==> src/rtl/raster_sync_gen.sv <==
module raster_sync_gen #(
  parameter int HW = 12,
  parameter int VW = 11,
  parameter int DW = 16
) (
  input  logic          clk,
  input  logic          rst_n,
  input  logic          wr_en,
  input  logic [3:0]    wr_addr,
  input  logic [DW-1:0] wr_data,
  input  logic          hs_in,
  output logic          hs_out,
  output logic          hs_oe,
  input  logic          vs_in,
  output logic          vs_out,
  output logic          vs_oe,
  output logic          h_blank,
  output logic          v_blank,
  output logic [HW-1:0] h_count,
  output logic [VW-1:0] v_count
);

  logic [HW-1:0] h_cnt, h_tot, h_se, h_bs, h_be, h_rl;
  logic [VW-1:0] v_cnt, v_tot, v_se, v_bs, v_be, v_rl;
  logic          hs_req, vs_req, hs_inp, vs_inp;
  logic [2:0]    hs_sy, vs_sy;
  logic          pv;

  always_ff @(posedge clk or negedge rst_n) begin
    if (!rst_n) begin
      h_tot <= '0; h_se <= '0; h_bs <= '0; h_be <= '0; h_rl <= '0;
      v_tot <= '0; v_se <= '0; v_bs <= '0; v_be <= '0; v_rl <= '0;
      hs_req <= 1'b1; vs_req <= 1'b1;
    end else if (wr_en) begin
      case (wr_addr)
        4'd0:  h_tot <= wr_data[HW-1:0];
        4'd1:  h_se  <= wr_data[HW-1:0];
        4'd2:  h_bs  <= wr_data[HW-1:0];
        4'd3:  h_be  <= wr_data[HW-1:0];
        4'd4:  v_tot <= wr_data[VW-1:0];
        4'd5:  v_se  <= wr_data[VW-1:0];
        4'd6:  v_bs  <= wr_data[VW-1:0];
        4'd7:  v_be  <= wr_data[VW-1:0];
        4'd8:  {vs_req, hs_req} <= wr_data[1:0];
        4'd9:  h_rl  <= wr_data[HW-1:0];
        4'd10: v_rl  <= wr_data[VW-1:0];
        default: ;
      endcase
    end
  end

  wire h_fall      = hs_inp & hs_sy[2] & ~hs_sy[1];
  wire v_fall      = vs_inp & vs_sy[2] & ~vs_sy[1];
  wire h_wrap      = ~h_fall & (h_cnt >= h_tot);
  wire line_start  = h_wrap | h_fall;
  wire v_end       = v_cnt >= v_tot;
  wire frame_start = (line_start & v_end) | v_fall;

  always_ff @(posedge clk or negedge rst_n) begin
    if (!rst_n) begin
      hs_sy  <= '1;
      vs_sy  <= '1;
      h_cnt  <= '0;
      v_cnt  <= '0;
      hs_inp <= 1'b1;
      vs_inp <= 1'b1;
      pv     <= 1'b0;
    end else begin
      pv    <= 1'b1;
      hs_sy <= {hs_sy[1:0], hs_in};
      vs_sy <= {vs_sy[1:0], vs_in};

      if (h_fall)      h_cnt <= h_rl;
      else if (h_wrap) h_cnt <= '0;
      else             h_cnt <= h_cnt + 1'b1;

      if (v_fall)          v_cnt <= v_rl;
      else if (line_start) v_cnt <= v_end ? '0 : v_cnt + 1'b1;

      if (line_start)  hs_inp <= hs_req;
      if (frame_start) vs_inp <= vs_req;
    end
  end

  assign hs_out  = ~(h_cnt < h_se);
  assign vs_out  = ~(v_cnt < v_se);
  assign hs_oe   = ~hs_inp;
  assign vs_oe   = ~vs_inp;
  assign h_blank = (h_cnt >= h_bs) | (h_cnt < h_be);
  assign v_blank = (v_cnt >= v_bs) | (v_cnt < v_be);
  assign h_count = h_cnt;
  assign v_count = v_cnt;

  a_r3_h_step: assert property (@(posedge clk) disable iff (!rst_n)
    pv && $past(!line_start) |-> h_cnt == HW'($past(h_cnt) + 1'b1));

  a_r7_h_reload: assert property (@(posedge clk) disable iff (!rst_n)
    pv && $past(h_fall) |-> h_cnt == $past(h_rl));

  a_r8_v_reload: assert property (@(posedge clk) disable iff (!rst_n)
    pv && $past(v_fall) |-> v_cnt == $past(v_rl));

  a_r4_v_moves_on_line: assert property (@(posedge clk) disable iff (!rst_n)
    pv && !$stable(v_cnt) |-> $past(line_start || v_fall));

  a_r6_hs_dir_at_line: assert property (@(posedge clk) disable iff (!rst_n)
    pv && !$stable(hs_oe) |-> $past(line_start));

  a_r6_vs_dir_at_frame: assert property (@(posedge clk) disable iff (!rst_n)
    pv && !$stable(vs_oe) |-> $past(frame_start));

endmodule

==> config.mk <==
export PLATFORM = sky130hd
export DESIGN_NAME = raster_sync_gen
export DESIGN_NICKNAME = d
export VERILOG_FILES = /design/src/rtl/raster_sync_gen.sv
export SDC_FILE = /design/constraint.sdc
export NUM_CORES = 1
export LEC_CHECK = 0
export BUFFER_PORTS_ARGS = -buffer_cell sky130_fd_sc_hd__buf_2
export CAP_MARGIN = 10
export CORE_MARGIN = 1.5
export CORE_UTILIZATION = 30
export DETAILED_ROUTE_END_ITERATION = 8
export PLACE_DENSITY = 0.47
export SLEW_MARGIN = 5
export SYNTH_ARGS = -nofsm -noshare
export SYNTH_HDL_FRONTEND = slang
export SYNTH_SLANG_ARGS = --single-unit
export TNS_END_PERCENT = 50
==> constraint.sdc <==
create_clock -name clk -period 3.86 [get_ports clk]
set_input_delay 0.193 -clock clk [delete_from_list [all_inputs] [get_ports clk]]
set_output_delay 0.193 -clock clk [all_outputs]
set_load 0.03 [all_outputs]
### Yosys cells after proc, flatten, opt, wreduce, memory -nomap -nowiden

Index checks and enable logic that the tools add are counted.

* register bits after elaboration: 148
* bits of input ports: 25
* output and inout port bits: 29

* add/subtract/negate cells: 2
* $lt $le $gt $ge: 8
* equal/unequal tests: 10
* muxes and demuxes: 5
* bitwise gates (word level): 17
* reductions and logical operators: 13

Operator list (number)
* two-way mux 11 bit: 3
* greater-or-equal comparator 12 bit: 2
* < comparator 12 bit: 2
* two-way mux 12 bit: 2
* greater-or-equal comparator 11 bit: 2
* < comparator 11 bit: 2
* AND reduction 2 bit: 11
* equality test 4 x 3 -> 1 bit (second input constant): 4
* adder 12 x 1 -> 12 bit (second input constant): 1
* equality test 4 bit (second input constant): 3
* adder 11 x 1 -> 11 bit (second input constant): 1
* equality test 4 x 2 -> 1 bit (second input constant): 2
* NOT 1 bit: 7
* bitwise AND 1 bit: 6
* equality test 4 x 1 -> 1 bit (second input constant): 1
* zero test 4 bit: 1
* bitwise OR 1 bit: 4
* nonzero test 2 bit: 1

### Logic depth before layout (Yosys ltp)

* depth after elaboration: 7
* gate-level depth with buffers: 10
* gate-level depth less buffers: 8

### Worst setup path after synthesis

No wires, ideal clock.

* kind: register to register
* start point: register v_cnt[0], in the netlist v_count[0]
* end point: register vs_inp
* data arrival time: 2.402 ns
* data required time: 3.775 ns
* path slack: 1.374 ns
* cell stages (with the launch flop): 9
* clock period less this slack: 2.486 ns
* path through: dfrtp_1 -> inv_1 -> ha_1 -> nand2b_4 -> a2111oi_4 -> a2111oi_2 -> or3_4 -> o21ai_1 -> mux2_1

* word-level cells in the longest chain between the ends: 3

RTL lines
* start: declaration: line 24 `logic [VW-1:0] v_cnt, v_tot, v_se, v_bs, v_be, v_rl;`
* start signal: assignment: line 77 `if (v_fall) v_cnt <= v_rl;`
* start signal: assignment: line 78 `else if (line_start) v_cnt <= v_end ? '0 : v_cnt + 1'b1;`
* greater-or-equal comparator 11 bit: line 56 `wire v_end = v_cnt >= v_tot;`
* bitwise AND 1 bit: line 57 `wire frame_start = (line_start & v_end) | v_fall;`
* bitwise OR 1 bit: line 57
* end signal: assignment: line 81 `if (frame_start) vs_inp <= vs_req;`
* end: declaration: line 25 `logic hs_req, vs_req, hs_inp, vs_inp;`

Every way passes these cells.
A chain may end at the register's enable or synchronous reset.

### Worst setup path after layout

* start point: register h_cnt[1], in the netlist h_count[1]
* end point: output h_blank

* word-level cells in the longest chain between the ends: 2
* elaborated cells on any way between the ends: 3

RTL lines
* start: declaration: line 23 `logic [HW-1:0] h_cnt, h_tot, h_se, h_bs, h_be, h_rl;`
* start signal: assignment: line 73 `if (h_fall) h_cnt <= h_rl;`
* start signal: assignment: line 75 `else h_cnt <= h_cnt + 1'b1;`
* greater-or-equal comparator 12 bit / < comparator 12 bit (equally long branches): line 89 `assign h_blank = (h_cnt >= h_bs) | (h_cnt < h_be);`
* bitwise OR 1 bit (*): line 89
* end: declaration: line 17 `output logic h_blank,`

Mark *: on every way between the ends. The rest lies on a longest branch, timed or not.

==> out/qor.yml <==
status: "complete, no violations"
power_w: 0.006499
hold_slack_ns: 0.09262
p_seq_frac: 0.365
die_h_um: 167.0
async_reset_ff_frac: 1.000
clock-sinks: 148
worstPathArrival_ns: 2.88
power.leakage_nw: 4.475
area_delta_synth_final_pct: 16.15
p_sw_w: 0.002443
power.density_mw_per_mm2: 693.1
synthTopCellsByArea: "dfrtp_1, ha_1, mux2_2, inv_1, o21ai_0"
yosys.area_share.adder: 0.1395
fin_crit_ns: 3.077
synthCells: 771
synth_top_family_by_area: "adder cells"
die_x_um: 167.0
fin_nets: 935
cts_tree: "done"
period_share: 0.7971
yosysTopAreaCell: "dfrtp_1"
io_buffers: 49
num_io_pins: 54
vias_per_cell: 4.782
yosysMostFrequentCell: "dfrtp_1"
rsz0062_at_grt: "no"
max_cap_violations: 0
grt_pass1_vias: 5567
hpwl_mm: 13.78
synth_flop_cell: "dfrtp_1"
clkTransAtPathRegs_ns: 0.06
maxSlewHeadroom: 0.3008
place_ws_ns: 1.176
drt_pass1_iterations: 4
pwr-share-comb: 0.358
synth-xor-area-share: 0.01085
swShare: 0.3759
crit_fanout: 9
yosysWarnings: 0
overflow: 0
path_common_cell: "a2111oi_0"
ys_types: 55
routed_wl_mm: 20.41
syn_area_per_cell_um2: 10.47
htree_levels: 4
synth-edff-count: 0
clk_path_buf_depth: 2
grtUsageTotal: 0.1556
grt_pass1_wl_mm: 32.87
setup_slack_ns: 0.7833
gp_congestion: 0.7636
grt_max_degree: 92
path_class: "flop to primary output"
synth.mux.area_fraction: 0.1088
synth-compound-area-share: 0.1240
endpoint: "h_blank"
tightest_slew_ns: 1.045
endpoint_kind: "primary output"
root_buffer: "clkbuf_16"
synthSimpleGateAreaFrac: 0.09733
path_cells: "ha_1 -> a21boi_1 -> o21ai_0 -> a2111oi_0 -> a2111oi_0 -> or4b_1 -> buf_2"
slew_violations: 0
critPathSlowestCell: "or4b_1"
max_freq_ghz: 0.3250
first_iter_violations: 256
tns_ns: 0
synth_commonest_cells: "dfrtp_1, inv_1, ha_1"
vias: 5585
core_area_mm2: 0.02621
netlist_area_mm2: 0.008073
nFillCells: 2610
post_drt_wl_per_cell_um: 17.48
die_area_mm2: 0.02790
synth-seq-cells: 148
peakVddDrop_uv: 255.4
clock_latency_ns: 0.42
drc: 0
clockPowerShare: 0.277
cpPeakStageDelay_ns: 0.54
syn_nets: 886
placement_rows: 59
numCtsBuffers: 17
finClkSkew_ns: 0.01222
drive_above_1_share: 0.2221
crit_required_ns: 3.67
setup_violations: 0
r2r_slack_ns: 1.18
ant_nets: 0
p_int_w: 0.004056
yosys.area.top_type_share: 0.4278
finalHoldViolations: 0
start_kind: "flop"
postCtsSetupBuffers: 0
antenna_found_initial: 2
reg2regPathDepth: 8
reg2reg_to: "v_count[9]$_DFFE_PN0P_"
hp-class: "input pin to flop"
seq_area_frac_synth: 0.4603
reg2reg_from: "h_count[7]$_DFF_PN0_"
setup.worst_path.start: "h_count[1]$_DFF_PN0_"
initial_core_util: 0.3080
n_antenna_cell: 0
==> power by group through the flow <==
| stage | clock [W] | sequential (W) | combinational (W) |
|---|---|---|---|
| after floorplan | 0 | 0.00241 | 0.00155 |
| after global placement | 0 | 0.00240 | 0.00232 |
| after detailed placement | 0 | 0.00241 | 0.00234 |
| after CTS | 0.00185 | 0.00238 | 0.00236 |
| after global routing | 0.00192 | 0.00243 | 0.00267 |
| final | 0.00180 | 0.00238 | 0.00233 |
==> worst min path at each step <==
stage	to	depth (start not counted)	slack (ns)	from
after floorplan	h_be[0]$_DFFE_PN0P_	0	-0.10	rst_n
after detailed placement	vs_sy[0]$_DFF_PN1_	1	0.30	vs_in
final	h_be[11]$_DFFE_PN0P_	3	0.09	wr_data[11]
after global placement	vs_sy[0]$_DFF_PN1_	1	0.30	vs_in
after CTS	h_be[11]$_DFFE_PN0P_	3	0.08	wr_data[11]
after global routing	h_be[11]$_DFFE_PN0P_	3	0.11	wr_data[11]
==> stage by stage <==
| step | utilization | area [um2] | instances |
|---|---|---|---|
| after floorplan | - | 8073 | 771 |
| after global placement | 0.3322 | 8706 | 1133 |
| after detailed placement | 0.3322 | 8706 | 1133 |
| after CTS | 0.3578 | 9376 | 1168 |
| after global routing | 0.3578 | 9376 | 1168 |
| final | 0.3578 | 9376 | 1168 |
==> kinds of logic (layout without fill, tap and decap cells) <==
group,Yosys count,count (layout)
AOI/OAI and AO/OA,155,155
buffers and inverters,127,189
xor gates and xnor gates,10,10
and+or+nand+nor,163,163
adders and majority gates,90,90
DFF,148,148
muxes,78,78
==> what timing repair did <==
item / CTS / global route
hold buffers: 3 / 0
endpoints found under the hold margin: 92 / 0
gates resized for setup: 0 / 0
==> layer usage <==
metal / up-vias / GRT usage / share of wire
li1: 2758 / - / -
met1: 2746 / 0.2204 / 0.50
met2: 74 / 0.2476 / 0.46
met3: 7 / 0.02519 / 0.030
met4: 0 / 0.03755 / 0.0069
met5: - / 0 / 0
==> layout by cell type (no fill, tap or decap), types with 3 or more instances in the layout <==
| cell type | instances |
|---|---|
| a2111oi_0 | 3 |
| a21o_1 | 10 |
| a21oi_1 | 27 |
| a221o_1 | 7 |
| and2_1 | 5 |
| and3_1 | 6 |
| buf_2 | 48 |
| buf_4 | 8 |
| bufinv_16 | 4 |
| clkbuf_16 | 17 |
| clkinv_4 | 4 |
| dfrtp_1 | 138 |
| dfstp_2 | 10 |
| dlygate4sd3_1 | 3 |
| ha_1 | 90 |
| inv_1 | 96 |
| inv_6 | 3 |
| mux2_2 | 77 |
| nand2_1 | 78 |
| nand2b_1 | 9 |
| nand3_1 | 15 |
| nand3b_1 | 3 |
| nand4_1 | 7 |
| nor2_1 | 22 |
| nor2b_1 | 5 |
| o211ai_1 | 5 |
| o21a_1 | 3 |
| o21ai_0 | 67 |
| o21ai_1 | 6 |
| o221ai_1 | 4 |
| o2bb2ai_1 | 3 |
| xor2_1 | 8 |
==> final cells by class <==
| cell class | count | area, um2 | share of cell area |
|---|---|---|---|
| flip-flops and latches | 148 | 3716 | 0.3963 |
| multi-input cells | 496 | 3879 | 0.4137 |
| well taps | 335 | 419.2 | 0.04470 |
| repair buffers | 61 | 361.6 | 0.03856 |
| clock buffers | 18 | 439.2 | 0.04684 |
| inverters | 96 | 360.3 | 0.03843 |
| clock inverters | 14 | 201.4 | 0.02148 |
==> state kept, by name, indices dropped and copies added (netlist names), 3 cells and up <==
signal,cells
v_se,11
h_be,12
hs_sy,3
h_tot,12
v_be,11
v_tot,11
vs_sy,3
h_se,12
v_count,11
h_count,12
h_rl,12
v_bs,11
h_bs,12
v_rl,11
==> worst max-delay path: cells and delay by family (launching register included) <==
kind                     cells  cell delay (ns)
buffers and inverters        1             0.19
flip-flops                   1             0.51
AO/OA/AOI/OAI                4             0.88
adder cells (fa/ha/maj)      1             0.34
AND/OR/NAND/NOR              1             0.54
Power figures use the tool's default switching activity.
